**src/rtl/od_repeater_pkg.sv**
```systemverilog
`timescale 1ns/1ps
package od_repeater_pkg;
  typedef enum logic [1:0] {
    ST_IDLE  = 2'd0,
    ST_WAIT  = 2'd1,
    ST_COPY  = 2'd2,
    ST_BOOST = 2'd3
  } lane_state_e;

  typedef enum logic {
    SIDE_HOST = 1'b0,
    SIDE_CARD = 1'b1
  } side_e;
endpackage

```
**src/rtl/od_line_sync.sv**
```systemverilog
`timescale 1ns/1ps
module od_line_sync #(
  parameter int STAGES = 2
) (
  input  logic clk_i,
  input  logic rst_ni,
  input  logic line_i,
  output logic lvl_o,
  output logic fall_o
);
  logic [STAGES-1:0] sh_q;
  logic              prev_q;

  always_ff @(posedge clk_i or negedge rst_ni) begin
    if (!rst_ni) begin
      sh_q   <= '1;
      prev_q <= 1'b1;
    end else begin
      sh_q   <= {sh_q[STAGES-2:0], line_i};
      prev_q <= sh_q[STAGES-1];
    end
  end

  assign lvl_o  = sh_q[STAGES-1];
  assign fall_o = prev_q & ~sh_q[STAGES-1];
endmodule

```
**src/rtl/od_repeater_lane.sv**
```systemverilog
`timescale 1ns/1ps
module od_repeater_lane
  import od_repeater_pkg::*;
#(
  parameter int EDGE_DLY = 50,
  parameter int SYNC_STG = 2
) (
  input  logic clk_i,
  input  logic rst_ni,
  input  logic sess_en_i,
  input  logic host_line_i,
  input  logic card_line_i,
  output logic host_lo_o,
  output logic host_hi_o,
  output logic card_lo_o,
  output logic card_hi_o
);
  localparam int CW = $clog2(EDGE_DLY + 1);
  localparam logic [CW-1:0] LOAD = CW'(EDGE_DLY - 1);

  logic host_lvl, host_fall, card_lvl, card_fall, mst_lvl;
  lane_state_e state_q;
  side_e       mst_q;
  logic [CW-1:0] cnt_q;

  od_line_sync #(.STAGES(SYNC_STG)) u_host_sync (
    .clk_i(clk_i), .rst_ni(rst_ni), .line_i(host_line_i),
    .lvl_o(host_lvl), .fall_o(host_fall)
  );
  od_line_sync #(.STAGES(SYNC_STG)) u_card_sync (
    .clk_i(clk_i), .rst_ni(rst_ni), .line_i(card_line_i),
    .lvl_o(card_lvl), .fall_o(card_fall)
  );

  assign mst_lvl = (mst_q == SIDE_HOST) ? host_lvl : card_lvl;

  always_ff @(posedge clk_i or negedge rst_ni) begin
    if (!rst_ni) begin
      state_q <= ST_IDLE;
      mst_q   <= SIDE_HOST;
      cnt_q   <= '0;
    end else if (!sess_en_i) begin
      state_q <= ST_IDLE;
      cnt_q   <= '0;
    end else begin
      unique case (state_q)
        ST_IDLE: begin
          // host wins a same-cycle tie
          if (host_fall) begin
            mst_q   <= SIDE_HOST;
            state_q <= ST_WAIT;
            cnt_q   <= LOAD;
          end else if (card_fall) begin
            mst_q   <= SIDE_CARD;
            state_q <= ST_WAIT;
            cnt_q   <= LOAD;
          end
        end
        ST_WAIT: begin
          if (mst_lvl)          state_q <= ST_IDLE;
          else if (cnt_q == '0) state_q <= ST_COPY;
          else                  cnt_q   <= cnt_q - 1'b1;
        end
        ST_COPY: begin
          if (mst_lvl) begin
            state_q <= ST_BOOST;
            cnt_q   <= LOAD;
          end
        end
        ST_BOOST: begin
          if (cnt_q == '0) state_q <= ST_IDLE;
          else             cnt_q   <= cnt_q - 1'b1;
        end
        default: state_q <= ST_IDLE;
      endcase
    end
  end

  assign card_lo_o = (state_q == ST_COPY)  && (mst_q == SIDE_HOST);
  assign card_hi_o = (state_q == ST_BOOST) && (mst_q == SIDE_HOST);
  assign host_lo_o = (state_q == ST_COPY)  && (mst_q == SIDE_CARD);
  assign host_hi_o = (state_q == ST_BOOST) && (mst_q == SIDE_CARD);

  a_r6_card_excl: assert property (@(posedge clk_i) disable iff (!rst_ni)
    !(card_lo_o && card_hi_o));
  a_r6_host_excl: assert property (@(posedge clk_i) disable iff (!rst_ni)
    !(host_lo_o && host_hi_o));
  a_r9_sess_off: assert property (@(posedge clk_i) disable iff (!rst_ni)
    !sess_en_i |=> !(host_lo_o || host_hi_o || card_lo_o || card_hi_o));
  a_r5_card_boost_after_low: assert property (@(posedge clk_i) disable iff (!rst_ni)
    $rose(card_hi_o) |-> $past(card_lo_o));
  a_r5_host_boost_after_low: assert property (@(posedge clk_i) disable iff (!rst_ni)
    $rose(host_hi_o) |-> $past(host_lo_o));
  a_r3_card_copy_needs_low: assert property (@(posedge clk_i) disable iff (!rst_ni)
    $rose(card_lo_o) |-> $past(!host_lvl));
  a_r3_host_copy_needs_low: assert property (@(posedge clk_i) disable iff (!rst_ni)
    $rose(host_lo_o) |-> $past(!card_lvl));
endmodule

```
**src/rtl/od_line_repeater.sv**
```systemverilog
`timescale 1ns/1ps
module od_line_repeater #(
  parameter int NUM_LINES = 3,
  parameter int EDGE_DLY  = 50,
  parameter int SYNC_STG  = 2
) (
  input  logic                 clk_i,
  input  logic                 rst_ni,
  input  logic                 sess_en_i,
  input  logic [NUM_LINES-1:0] host_line_i,
  input  logic [NUM_LINES-1:0] card_line_i,
  output logic [NUM_LINES-1:0] host_pull_lo_o,
  output logic [NUM_LINES-1:0] host_pull_hi_o,
  output logic [NUM_LINES-1:0] card_pull_lo_o,
  output logic [NUM_LINES-1:0] card_pull_hi_o
);
  for (genvar i = 0; i < NUM_LINES; i++) begin : g_lane
    od_repeater_lane #(.EDGE_DLY(EDGE_DLY), .SYNC_STG(SYNC_STG)) u_lane (
      .clk_i      (clk_i),
      .rst_ni     (rst_ni),
      .sess_en_i  (sess_en_i),
      .host_line_i(host_line_i[i]),
      .card_line_i(card_line_i[i]),
      .host_lo_o  (host_pull_lo_o[i]),
      .host_hi_o  (host_pull_hi_o[i]),
      .card_lo_o  (card_pull_lo_o[i]),
      .card_hi_o  (card_pull_hi_o[i])
    );
  end
endmodule

```
**config.mk**
```make
export PLATFORM = sky130hd
export DESIGN_NAME = od_line_repeater
export DESIGN_NICKNAME = d
export VERILOG_FILES = /design/src/rtl/od_repeater_pkg.sv /design/src/rtl/od_line_sync.sv /design/src/rtl/od_repeater_lane.sv /design/src/rtl/od_line_repeater.sv
export SDC_FILE = /design/constraint.sdc
export NUM_CORES = 1
export LEC_CHECK = 0
export ABC_AREA = 1
export ABC_CLOCK_PERIOD_IN_PS = 1200
export BUFFER_PORTS_ARGS = -buffer_cell sky130_fd_sc_hd__buf_2
export CAP_MARGIN = 0
export CORE_AREA = 5 5 85 102
export CTS_CLUSTER_SIZE = 30
export DETAILED_ROUTE_END_ITERATION = 12
export DIE_AREA = 0 0 90 107
export SLEW_MARGIN = 20
export SYNTH_ARGS = -nofsm -noshare
export SYNTH_HDL_FRONTEND = slang
export SYNTH_SLANG_ARGS = --single-unit
```
**constraint.sdc**
```tcl
create_clock -name clk_i -period 1.2 [get_ports clk_i]
set_input_delay 0 -clock clk_i [delete_from_list [all_inputs] [get_ports clk_i]]
set_output_delay 0 -clock clk_i [all_outputs]
set_load 0.05 [all_outputs]
```
==> results of run 1 <==
==> what timing repair did <==
item	4_1_cts	5_1_grt
resized for setup	96	81
setup buffers	16	8
cloned	3	0
hold endpoints to repair	51	0
hold buffers	7	0
setup endpoints to repair	34	39
pin swaps	27	43
==> through the flow <==
stage / hold WS, ps / instances / TNS, ps / area, um2 / power (W)
2_1_floorplan: -296 / 337 / -226 / 2570 / 0.00431
3_3_place_gp: -0.781 / 487 / -2030 / 3100 / 0.00534
3_5_place_dp: -0.433 / 487 / -2470 / 3100 / 0.00543
4_1_cts: 102 / 520 / -2310 / 3700 / 0.00727
5_1_grt: 121 / 527 / -4420 / 4030 / 0.00849
6_report: 114 / 527 / -1820 / 4030 / 0.00786
==> cell usage in the layout (no fill, tap or decap), types with 14 or more instances in the layout <==
master and n:
sky130_fd_sc_hd__inv_1 21, sky130_fd_sc_hd__buf_6 22, sky130_fd_sc_hd__nand2_4 14, sky130_fd_sc_hd__buf_4 56, sky130_fd_sc_hd__nor2_1 29, sky130_fd_sc_hd__inv_2 18, sky130_fd_sc_hd__nand2_1 61, sky130_fd_sc_hd__dfrtp_1 21
sky130_fd_sc_hd__nor2_4 21, sky130_fd_sc_hd__nand2_2 22, sky130_fd_sc_hd__o21ai_1 14, sky130_fd_sc_hd__nand3_1 19, sky130_fd_sc_hd__dfstp_2 18
==> state kept, by name, indices dropped and copies added, names as in the netlist <==
register / cells
g_lane.u_lane.cnt_q: 18
g_lane.u_lane.mst_q: 3
g_lane.u_lane.state_q: 6
g_lane.u_lane.u_card_sync.prev_q: 3
g_lane.u_lane.u_card_sync.sh_q: 6
g_lane.u_lane.u_host_sync.prev_q: 3
g_lane.u_lane.u_host_sync.sh_q: 6
==> kinds of logic (layout without fill, tap and decap cells) <==
group | count (synthesis) | in the layout | synth area share, %
and+or+nand+nor | 189 | 192 | 33.6
buffers and inverters | 58 | 153 | 10.9
AOI/OAI and AO/OA | 39 | 39 | 7.76
DFF | 45 | 45 | 44.8
adders and majority gates | 6 | 6 | 2.93
==> power groups by stage <==
stage               Clock, W  Sequential (W)  Combinational (W)
floorplan                  0         0.00224            0.00207
global placement           0         0.00228            0.00307
detailed placement         0         0.00228            0.00315
CTS                  0.00108         0.00228            0.00391
global route         0.00114         0.00241            0.00495
finish               0.00104         0.00235            0.00448
==> routing by layer <==
layer | routed length (um) | share of wire (%) | GRT usage [%]
met1 | 2640 | 41 | 15.1
met2 | 3570 | 56 | 25.2
met3 | 139 | 2.2 | 2.04
met4 | 79 | 1.2 | 4.89
met5 | 0 | 0 | 0
==> final cells by class <==
class / instances / area [um2] / area share (%)
repair buffers: 102 / 928 / 23.1
inverters: 43 / 174 / 4.32
clock buffers: 7 / 96.3 / 2.39
multi-input cells: 237 / 1550 / 38.6
well taps: 92 / 115 / 2.86
clock inverters: 1 / 5.00 / 0.124
flip-flops and latches: 45 / 1160 / 28.7
==> final timing paths <==
kind / startpoint / to / slack [ps]
worst max-delay path: g_lane[1].u_lane.u_card_sync.sh_q[1]$_DFF_PN1_ / g_lane[1].u_lane.cnt_q[4]$_DFFE_PN0P_ / -120
worst min-delay path: sess_en_i / g_lane[1].u_lane.cnt_q[5]$_DFFE_PN0P_ / 110
worst max register to register: g_lane[1].u_lane.u_card_sync.sh_q[1]$_DFF_PN1_ / g_lane[1].u_lane.cnt_q[4]$_DFFE_PN0P_ / -120
worst min register to register: g_lane[2].u_lane.u_host_sync.sh_q[0]$_DFF_PN1_ / g_lane[2].u_lane.u_host_sync.sh_q[1]$_DFF_PN1_ / 360
max in group asynchronous: rst_ni / g_lane[1].u_lane.u_host_sync.sh_q[0]$_DFF_PN1_ / 720
min in group asynchronous: rst_ni / g_lane[1].u_lane.cnt_q[5]$_DFFE_PN0P_ / 210
==> worst max-delay path: cells and delay by family (launching register included) <==
family | cells | cell delay [ps]
flops | 1 | 570
simple gates | 5 | 500
compound gates | 2 | 150
buf+inv | 1 | 50
==> results.md, run 1 <==
Run status:
- The flow ran to the end, but the final reports show violations.
- The checks that failed: setup timing.

Pwr:
- The total leakage power is 1.95 nW.
- Of the total power, combinational logic draws between 50% and 60%.
- VDD sags by at most 0.843 mV.
- The total power density per cell area is 1950 mW/mm2.
- In this run the power spent charging and discharging nets is about 0.0034 W.
- Registers are responsible for 29.9% of the overall power.
- Per report_power, the clock group accounts for 13.2% of the total.
- Net switching is 43.2% of the power.
- Internal power comes to 0.00446 W.

Clocking:
- Clock-pin slew was measured on the worst setup and hold paths at 90 ps.
- Counting every sink on the clock net gives 45.
- TritonCTS created 5 clock buffers.
- In this run the clock root is driven by a sky130_fd_sc_hd__clkbuf_8.
- The clock tree synthesis step divided the H-tree into 2 levels.
- The clock reaches the later pin of the worst-skew pair after 300 ps.
- The TritonCTS clock tree is done.
- The maximum root-to-sink buffer count is 2.

Layout:
- At the end of the flow, the number of nets in the layout was 449.
- The number of antenna diodes is 0.
- The number of fillers in the final layout is 673.
- The ratio of cells with drive above 1 in the final layout is 54.5%.
- The fraction of the core area covered by cells at the end of the flow is between 50% and 60%.
- Compared with the post-synthesis result, the final layout area differs by 57.2%.

Floorplan:
- The floorplan step set the die width to 90 um.
- The initialized floorplan defines 35 standard-cell rows.
- The die is 107 um tall.
- The effective utilization at floorplan is 33.8%.
- The total die area is 0.00963 mm2.
- After floorplanning, the core was sized to cover approximately 0.0076 mm2.
- The I/O pin total is 21.

Synth:
- The average size of a mapped cell is 7.60 um2.
- After synthesis, the share of flip-flops with an asynchronous set or reset is 100%.
- After synthesis the cells add up to 0.00256 mm2.
- The commonest cells after synthesis are 87 x sky130_fd_sc_hd__nand2_1, 47 x sky130_fd_sc_hd__nor2_1, 38 x sky130_fd_sc_hd__inv_1.
- Yosys printed 0 warnings.
- The gate count after technology mapping is 337.
- The register bit total from synthesis is 45.
- The leading cell type by number of instances after synthesis is sky130_fd_sc_hd__nand2_1.
- The number of nets handed over by synthesis was 352.
- The number of synthesized flops with an enable pin is 0.
- The fraction of post-synthesis cell area in the top cell type by area is between 20% and 30%.
- The sequential area share after synthesis is 44.8%.
- The library cell with the largest summed area after synthesis is sky130_fd_sc_hd__dfrtp_1.
- In the post-synthesis netlist, the biggest area contributors are sky130_fd_sc_hd__dfrtp_1 26%, sky130_fd_sc_hd__dfstp_2 18%, sky130_fd_sc_hd__nand2_1 13%, sky130_fd_sc_hd__nor2_1 6.9%, sky130_fd_sc_hd__inv_1 5.6%.
- Among all flip-flop cells after synthesis, the most frequent one is sky130_fd_sc_hd__dfrtp_1.
- The count of different cell masters after synthesis is 26.

STA:
- The post-route clock skew is about 12 ps.
- Dividing the final minimum period by the clock period gives 110%.
- The number of hold violations in the final report is 0.
- Setup violations remaining at the end of the flow were counted as 28.
- Setup repair after global routing could not meet its margin everywhere.
- The worst pin sits at a relative slew slack of 82.7%.
- The slew at the pin closest to its max-slew limit is roughly 260 ps.
- The post-route minimum period is 1320 ps.
- The max-slew violation count came to 0.
- The highest achievable clock rate is approximately 0.76 GHz.
- The final worst-path setup slack is -116 ps.

Worst setup path:
- The worst setup path is of the flip-flop to flip-flop kind.
- The largest single stage delay on the critical path is 570 ps.
- The slowest stage of the critical path is the sky130_fd_sc_hd__dfstp_2 cell.
- STA classifies the critical path startpoint as a flip-flop.
- Data arrives at the worst endpoint at 1550 ps.
- Counting stages on the worst path, the most repeated cell is sky130_fd_sc_hd__nand2_2.
- The worst reg-to-reg path cell count is 8.
- STA classifies the critical path endpoint as a flip-flop.
- The critical path goes through inv_2 -> nand2_2 -> o21ai_2 -> nand2_2 -> nand2_4 -> nor2_4 -> nand2_1 -> o21ai_1.
- The highest fanout seen on the critical path is 5.
- Data on the critical path is required at its endpoint by 1430 ps.

Detailed routing:
- The number of detailed-route iterations in the first pass is 4.
- The routed layout has 2452 vias.
- The sum of routed wire length over all layers is 6420 um.
- Dividing the detail-routed wire length by the instance count gives 12.2 um.
- The mean number of vias per cell is between 4 and 5.
- The count of antenna-violating nets left after detailed routing is 0.
- After detailed routing, the number of remaining DRC violations is 0.
- The detailed router finished its first iteration with 107 violations.

Placed design:
- The wire-length estimate of the detail-placed layout is 4080 um.
- The number of buffers added on ports is 20.
- Before CTS, the worst setup slack after placement is -162 ps.
- The congestion estimate from routability-driven global placement came to 0.833.

GRT:
- The via count of the first global-routing pass came to 2477.
- The overall global routing resource usage is between 10 and 15%.
- The first global-routing pass estimated ~11000 um of wire.
- The number of antenna violations at the first check in global routing was 0.
- The pin count of the biggest net entering global routing is 46.
- The residual overflow from global routing is 0.

Hold path:
- The min-delay analysis places its worst path in the category input port to flip-flop.
- Along the worst hold path, the cell count comes to 4.

Job:
- The max-capacitance violation count is 0.
Power figures use the tool's default switching activity.
==> inputs of run 2 (changes only) <==
Settings changed: SKIP_CTS_REPAIR_TIMING from default to 1.
==> results.md, run 2 (synthesized netlist as in run 1, its figures left out) <==
Run status:
- The flow ran to the end, but the final reports show violations.
- The checks that failed: setup timing.

Job:
- The max-capacitance violation count is 0.

STA:
- The number of hold violations in the final report came to 0.
- The highest achievable clock rate is between 0.7 and 0.8 GHz.
- The max-slew violation count is 0.
- The final worst-path setup slack is -99.7 ps.
- Setup repair after global routing could not meet its margin everywhere.
- For the pin with the worst max-slew slack, the measured transition is about 260 ps.
- The worst hold slack is 123 ps.
- The post-route clock skew is 11.5 ps.
- The max-slew headroom at the worst pin is 82.8%.
- The post-route minimum period is 1300 ps.
- The final period utilization is 108%.
- The number of setup violations in the final report is 31.

GRT:
- The number of antenna violations at the first check in global routing is 0.
- The residual overflow from global routing is 0.
- The via count of the first global-routing pass is roughly 2200.
- The overall global routing resource usage is 11.5%.
- The global-route wire length before repair is 9340 um.
- The pin count of the biggest net entering global routing is 46.

Layout:
- The register name with the most flops is g_lane.u_lane.cnt_q.
- The leading cell type in the layout, fill and taps excluded is sky130_fd_sc_hd__nand2_1.
- The number of antenna diodes is 0.
- After routing the design area is 0.00389 mm2.
- In the final design database the tool counted ~440 nets.
- The register with the most flip-flops in the layout has 18 of them.
- In the layout the commonest cells are 62 x sky130_fd_sc_hd__nand2_1, 49 x sky130_fd_sc_hd__buf_4, 31 x sky130_fd_sc_hd__nor2_1.
- Relative to the synthesized area, the layout overhead comes to 51.7%.
- Of the cells placed in the final design, the portion with a size suffix greater than 1 is 52.9%.

Clocking:
- In this run the clock root is driven by a sky130_fd_sc_hd__clkbuf_8.
- In this run, CTS created clock tree buffers numbering 5.
- TritonCTS built the clock tree.
- The clock drives 45 sinks.
- The maximum root-to-sink buffer count is 2.
- The clock-pin slew on the worst setup and hold paths is 80 ps.
- The count of H-tree levels built during CTS is 2.
- At the later pin of the worst-skew pair, clock insertion delay measures roughly 300 ps.

Floorplan:
- From left edge to right edge, the die measures 90 um.
- The area of the core region is 0.00758 mm2.
- Once the floorplan was initialized, standard cells occupied 33.8% of the core.
- The standard-cell row count is 35.
- The I/O pin total is 21.
- The die is 107 um tall.
- The total die area is 0.00963 mm2.

Worst setup path:
- At the worst endpoint, the arrival time is 1490 ps.
- The capturing element type of the critical path is a flip-flop.
- In this run the worst path has a maximum fanout of 5.
- The classification of the worst setup path is flip-flop to flip-flop.
- The data required time at the worst endpoint is ~1400 ps.
- STA classifies the critical path startpoint as a flip-flop.

Detailed routing:
- The count of antenna-violating nets left after detailed routing is 0.
- The sum of routed wire length over all layers is 6130 um.
- The pre-antenna-repair detailed-routing pass consisted of 4 iterations.
- The routed layout has 2424 vias.
- After detailed routing, the number of vias per cell comes to 4.67.
- After the first detailed-routing iteration, the DRC count stood at 107.
- The post-detailed-route DRC marker count is 0.
- After detailed routing, the average wire length per cell comes to 11.8 um.

Placed design:
- In this run the tool buffered the top-level ports with 20 buffer cells.
- The placed instances occupy a cell area of 0.00310 mm2.
- Summed over all nets, the half-perimeter wirelength after detailed placement is 4080 um.
- The final weighted congestion of routability-driven global placement is about 0.83.
- The post-place setup slack is -162 ps.

Pwr:
- Power spread over the standard cell area amounts to 1950 mW/mm2.
- The total leakage power is around 1.9 nW.
- The highest ir drop seen on vdd is 0.798 mV.

Hold path:
- The worst min-delay path category is input port to flip-flop.
-- run 2: metrics by stage --
stage | TNS [ps] | power [W] | instances | util (%)
6_report | -1830 | 0.00760 | 519 | 51.3
4_1_cts | -4560 | 0.00650 | 495 | 42.2
2_1_floorplan | -226 | 0.00431 | 337 | -
3_3_place_gp | -2030 | 0.00534 | 487 | 40.9
5_1_grt | -4600 | 0.00821 | 519 | 51.3
3_5_place_dp | -2470 | 0.00543 | 487 | 40.9
-- run 2: critical path, cell delays in order, from the launching register on --
cell	delay, ps
sky130_fd_sc_hd__dfrtp_1	400
sky130_fd_sc_hd__inv_2	90
sky130_fd_sc_hd__ha_4	140
sky130_fd_sc_hd__nand2_4	50
sky130_fd_sc_hd__nor2_4	110
sky130_fd_sc_hd__nand3_2	110
sky130_fd_sc_hd__nand2_4	110
sky130_fd_sc_hd__nor2_4	60
sky130_fd_sc_hd__nand2_1	60
sky130_fd_sc_hd__o21ai_1	50
-- run 2: layout make-up --
class	count	area, um2
clock buffers	7	96.3
clock inverters	1	5.00
fillers	702	3690
inverters	43	164
multi-input cells	237	1500
flip-flops and latches	45	1160
well taps	92	115
repair buffers	94	846
-- run 2: path summary, 6_finish.rpt --
kind	from	end	slack, ps	cells after the start
max	g_lane[2].u_lane.cnt_q[1]$_DFFE_PN0P_	g_lane[2].u_lane.cnt_q[3]$_DFFE_PN0P_	-100	9
min	sess_en_i	g_lane[2].u_lane.cnt_q[4]$_DFFE_PN0P_	120	4
max reg2reg	g_lane[2].u_lane.cnt_q[1]$_DFFE_PN0P_	g_lane[2].u_lane.cnt_q[3]$_DFFE_PN0P_	-100	9
min reg2reg	g_lane[2].u_lane.u_host_sync.sh_q[0]$_DFF_PN1_	g_lane[2].u_lane.u_host_sync.sh_q[1]$_DFF_PN1_	360	0
max in group asynchronous	rst_ni	g_lane[1].u_lane.u_host_sync.sh_q[0]$_DFF_PN1_	720	3
min in group asynchronous	rst_ni	g_lane[1].u_lane.cnt_q[5]$_DFFE_PN0P_	210	3
-- run 2: metal layers --
| layer | wire, um | global-route usage [%] | vias to the layer above |
|---|---|---|---|
| met5 | 0 | 0 | - |
| met4 | 108 | 4.57 | 0 |
| met3 | 154 | 1.96 | 8 |
| met2 | 3330 | 21.0 | 33 |
| met1 | 2530 | 13.3 | 1145 |
| li1 | - | - | 1238 |
-- run 2: where the power goes --
part	internal, W	switching, W	total (W)
clock network	0.000521	0.000511	0.00103
logic	0.00187	0.00232	0.00419
registers	0.00192	0.000446	0.00237
==> inputs of run 3 (changes only) <==
Settings changed: ABC_AREA 1 to 0, CORE_AREA 5 5 85 102 to 5 5 84 102, CTS_BUF_LIST from default to sky130_fd_sc_hd__clkbuf_2, DIE_AREA 0 0 90 107 to 0 0 89 107.
==> results.md, run 3 <==
Run status:
- The run finished, with violations left.
- The final reports fail on setup timing.

STA:
- In the final timing run, aggregate negative setup slack is -11010 ps.
- The post-route clock skew is 45.5 ps.
- The max-slew violation count is 0.
- The final period utilization is 136%.
- Setup repair after global routing could not meet its margin everywhere.
- The post-route minimum period is 1630 ps.
- The highest achievable clock rate is 0.612 GHz.
- The max-slew headroom at the worst pin is 74.8%.
- The slew at the pin closest to its max-slew limit is roughly 380 ps.
- The number of hold violations in the final report was 0.
- Setup violations remaining at the end of the flow were counted as 38.
- After layout, the worst setup slack is -433 ps.

Layout:
- Compared with the post-synthesis result, the final layout area differs by 60.1%.
- The repair_antennas step left the layout with diodes totalling 0.
- The register name with the most flops is g_lane.u_lane.cnt_q.
- The ratio of cells with drive above 1 in the final layout is between 60% and 70%.
- The register with the most flip-flops in the layout has 18 of them.
- Fill cells in the final layout number 627.
- The number of nets in the final layout is about 370.
- Leaving out fill and tap cells, the most frequent cell in the layout is sky130_fd_sc_hd__buf_4.
- The top cell types in the final layout, fill and taps aside, are 74 x sky130_fd_sc_hd__buf_4, 23 x sky130_fd_sc_hd__dfrtp_1, 21 x sky130_fd_sc_hd__buf_6.

Placed design:
- At the end of routability-driven placement, the weighted congestion stood at around 0.79.
- Detailed placement ended at an HPWL of 3960 um.
- The number of buffers added on ports is 20.

Clocking:
- At the later pin of the worst-skew pair, clock insertion delay measures roughly 440 ps.
- After clock tree synthesis, the clock-pin slew on the worst setup and hold paths is about 300 ps.
- The count of H-tree levels built during CTS is 2.
- The clock sink count is 45.
- The clock root buffer is sky130_fd_sc_hd__clkbuf_2.
- TritonCTS built the clock tree.
- The maximum root-to-sink buffer count is 2.
- TritonCTS created 5 clock buffers.

GRT:
- Entering global routing, the biggest net connects 46 pins.
- The first global-routing pass estimated 9320 um of wire.
- The overall global routing resource usage is 12.1%.
- The residual overflow from global routing is 0.
- The via count of the first global-routing pass is 2115.
- The number of antenna violations at the first check in global routing is 0.

Worst setup path:
- The worst register-to-register path begins at g_lane[0].u_lane.cnt_q[3]$_DFFE_PN0P_.
- The worst setup slack for register-to-register paths is -430 ps.
- The worst setup path is captured at a flip-flop.
- The worst setup path is launched from a flip-flop.
- The worst reg2reg path endpoint is g_lane[0].u_lane.cnt_q[5]$_DFFE_PN0P_.
- The highest fanout seen on the critical path is 6.
- The data required time at the worst endpoint is 1570 ps.
- The arrival time at the worst endpoint is about 2000 ps.
- The gate family responsible for the most delay along the worst path is simple AND/OR/NAND/NOR gates.
- The maximum cell stage delay along the critical path is 450 ps.
- The critical path goes through or3_4 -> or4_1 -> a21oi_1 -> o31a_1.
- The total buffers and inverters traversed by the critical path is 0.
- The classification of the worst setup path is flip-flop to flip-flop.
- The worst reg-to-reg path cell count is 4.
- The cell with the largest stage delay on the worst path is sky130_fd_sc_hd__or3_4.

Floorplan:
- The I/O pin total is 21.
- The die outline width is 89 um.
- For this configuration, the core starts out at a cell density of between 30% and 40%.
- The area of the core region is around 0.0075 mm2.
- The total die area is 0.00952 mm2.
- The floorplan has 35 rows.
- Measured along the y axis, the die boundary spans 107 um.

Detailed routing:
- The first detailed-routing pass took 4 iterations.
- The number of vias after detailed routing is 2279.
- The final layout contains routed wiring with a total length of 6450 um.
- After detailed routing, the number of remaining DRC violations is 0.
- The average detailed-routed wire length per instance is 14.4 um.
- The mean number of vias per cell is 5.10.
- In this run, the number of DRC markers left after iteration 0 of detailed routing was 101.
- The count of antenna-violating nets left after detailed routing is 0.

Pwr:
- The total leakage power is 1.74 nW.
- The total power density per cell area is 1280 mW/mm2.
- The completed layout was analyzed and its total power is 0.00518 W.
- The highest ir drop seen on vdd is 0.820 mV.

Synth:
- A synthesized cell averages 9.98 um2.
- The library cell with the largest summed area after synthesis is sky130_fd_sc_hd__dfrtp_1.
- The net count after synthesis is around 270.
- The synthesized design devotes to its leading area cell type 26.7% of total area.
- Counting instances in the post-synthesis netlist gives the leading cell types as 27 x sky130_fd_sc_hd__dfrtp_1, 18 x sky130_fd_sc_hd__dfstp_2, 15 x sky130_fd_sc_hd__inv_1.
- The top flip-flop cell by instance count after synthesis is sky130_fd_sc_hd__dfrtp_1.
- The sequential area share after synthesis is between 40% and 50%.
- For this run, the number of Yosys warnings is 0.
- The register bit total from synthesis is 45.
- Counting flops with a built-in enable in the synthesized netlist gives 0.
- The post-synthesis instance area is 0.00253 mm2.
- Sorting the synthesized cells by area gives the leading types as sky130_fd_sc_hd__dfrtp_1 27%, sky130_fd_sc_hd__dfstp_2 19%, sky130_fd_sc_hd__buf_4 3.9%, sky130_fd_sc_hd__ha_1 3.0%, sky130_fd_sc_hd__nor2b_1 2.5%.
- For this run, asynchronously set or reset flops after synthesis account for 100%.
- The count of different cell masters after synthesis is 58.
- The gate count after technology mapping is 254.
- The leading cell type by number of instances after synthesis is sky130_fd_sc_hd__dfrtp_1.

Job:
- The tool flagged a number of max-cap violations equal to 0.

Hold path:
- The worst hold path belongs to the class input port to async pin.
[run 3: cell count changes after synthesis, sizes merged, moves of 7 or more]
cell / delta
inv: -28
clkbuf: +9
nand3: -24
nor2: -39
nand2: -86
or3: +8
and3: +8
mux2i: +7
nor2b: +10
o21ai: -15
[run 3: kinds of logic (layout without fill, tap and decap cells)]
kind of cell | Yosys count | count (layout) | synth area share [%]
AND/OR/NAND/NOR | 86 | 86 | 18.9
AO/OA/AOI/OAI | 65 | 65 | 18.5
flip-flops | 45 | 45 | 45.3
buffers and inverters | 40 | 141 | 9.09
multiplexers | 10 | 10 | 4.54
adder cells (fa/ha/maj) | 6 | 6 | 2.96
XOR/XNOR | 2 | 2 | 0.691
[run 3: cell type report]
type / count / area, um2 / share of cell area (%)
Timing Repair Buffer: 118 / 1020 / 25.2
Clock buffer: 5 / 25.0 / 0.617
Sequential cell: 45 / 1150 / 28.4
Clock inverter: 3 / 26.3 / 0.648
Inverter: 15 / 58.8 / 1.45
Multi-Input combinational cell: 169 / 1660 / 40.8
Tap cell: 92 / 115 / 2.84
[run 3: worst reg2reg max path, cell delays in order (launching register included)]
cell,delay [ps]
sky130_fd_sc_hd__dfrtp_1,440
sky130_fd_sc_hd__or3_4,450
sky130_fd_sc_hd__or4_1,410
sky130_fd_sc_hd__a21oi_1,160
sky130_fd_sc_hd__o31a_1,140
[run 3: routing by layer]
layer,GRT usage [%],up-vias,routed length [um]
met2,20.9,34,3390
met5,0,-,0
met3,2.31,4,211
met4,3.19,0,51
li1,-,1118,-
met1,15.4,1123,2790
[run 3: worst max path at each step]
stage,from,to,slack [ps],cells past startpoint
after global routing,g_lane[0].u_lane.cnt_q[1]$_DFFE_PN0P_,g_lane[0].u_lane.cnt_q[2]$_DFFE_PN0P_,-490,6
final,g_lane[0].u_lane.cnt_q[3]$_DFFE_PN0P_,g_lane[0].u_lane.cnt_q[5]$_DFFE_PN0P_,-430,4
after CTS,g_lane[2].u_lane.state_q[0]$_DFFE_PN0P_,card_pull_lo_o[2],-560,4
after global placement,g_lane[2].u_lane.u_host_sync.prev_q$_DFF_PN1_,g_lane[2].u_lane.cnt_q[2]$_DFFE_PN0P_,-390,4
after floorplan,g_lane[0].u_lane.cnt_q[3]$_DFFE_PN0P_,g_lane[0].u_lane.cnt_q[5]$_DFFE_PN0P_,-390,5
after detailed placement,g_lane[0].u_lane.cnt_q[3]$_DFFE_PN0P_,g_lane[0].u_lane.cnt_q[5]$_DFFE_PN0P_,-440,4
[run 3: report_power, final]
part	switching, W	internal (W)
clock network	0.000571	0.000162
logic	0.00121	0.00134
registers	0.000168	0.00173
[run 3: stage by stage]
stage / util [%] / hold slack [ps] / worst slack (ps) / std cells / area (um2)
final: 54.2 / 5.14 / -433 / 447 / 4060
after global routing: 54.2 / 3.30 / -486 / 447 / 4060
after CTS: 43.1 / -534 / -561 / 412 / 3230
after detailed placement: 42.4 / 2.17 / -439 / 404 / 3180
after global placement: 42.4 / -0.712 / -387 / 404 / 3180
after floorplan: - / -296 / -387 / 254 / 2690
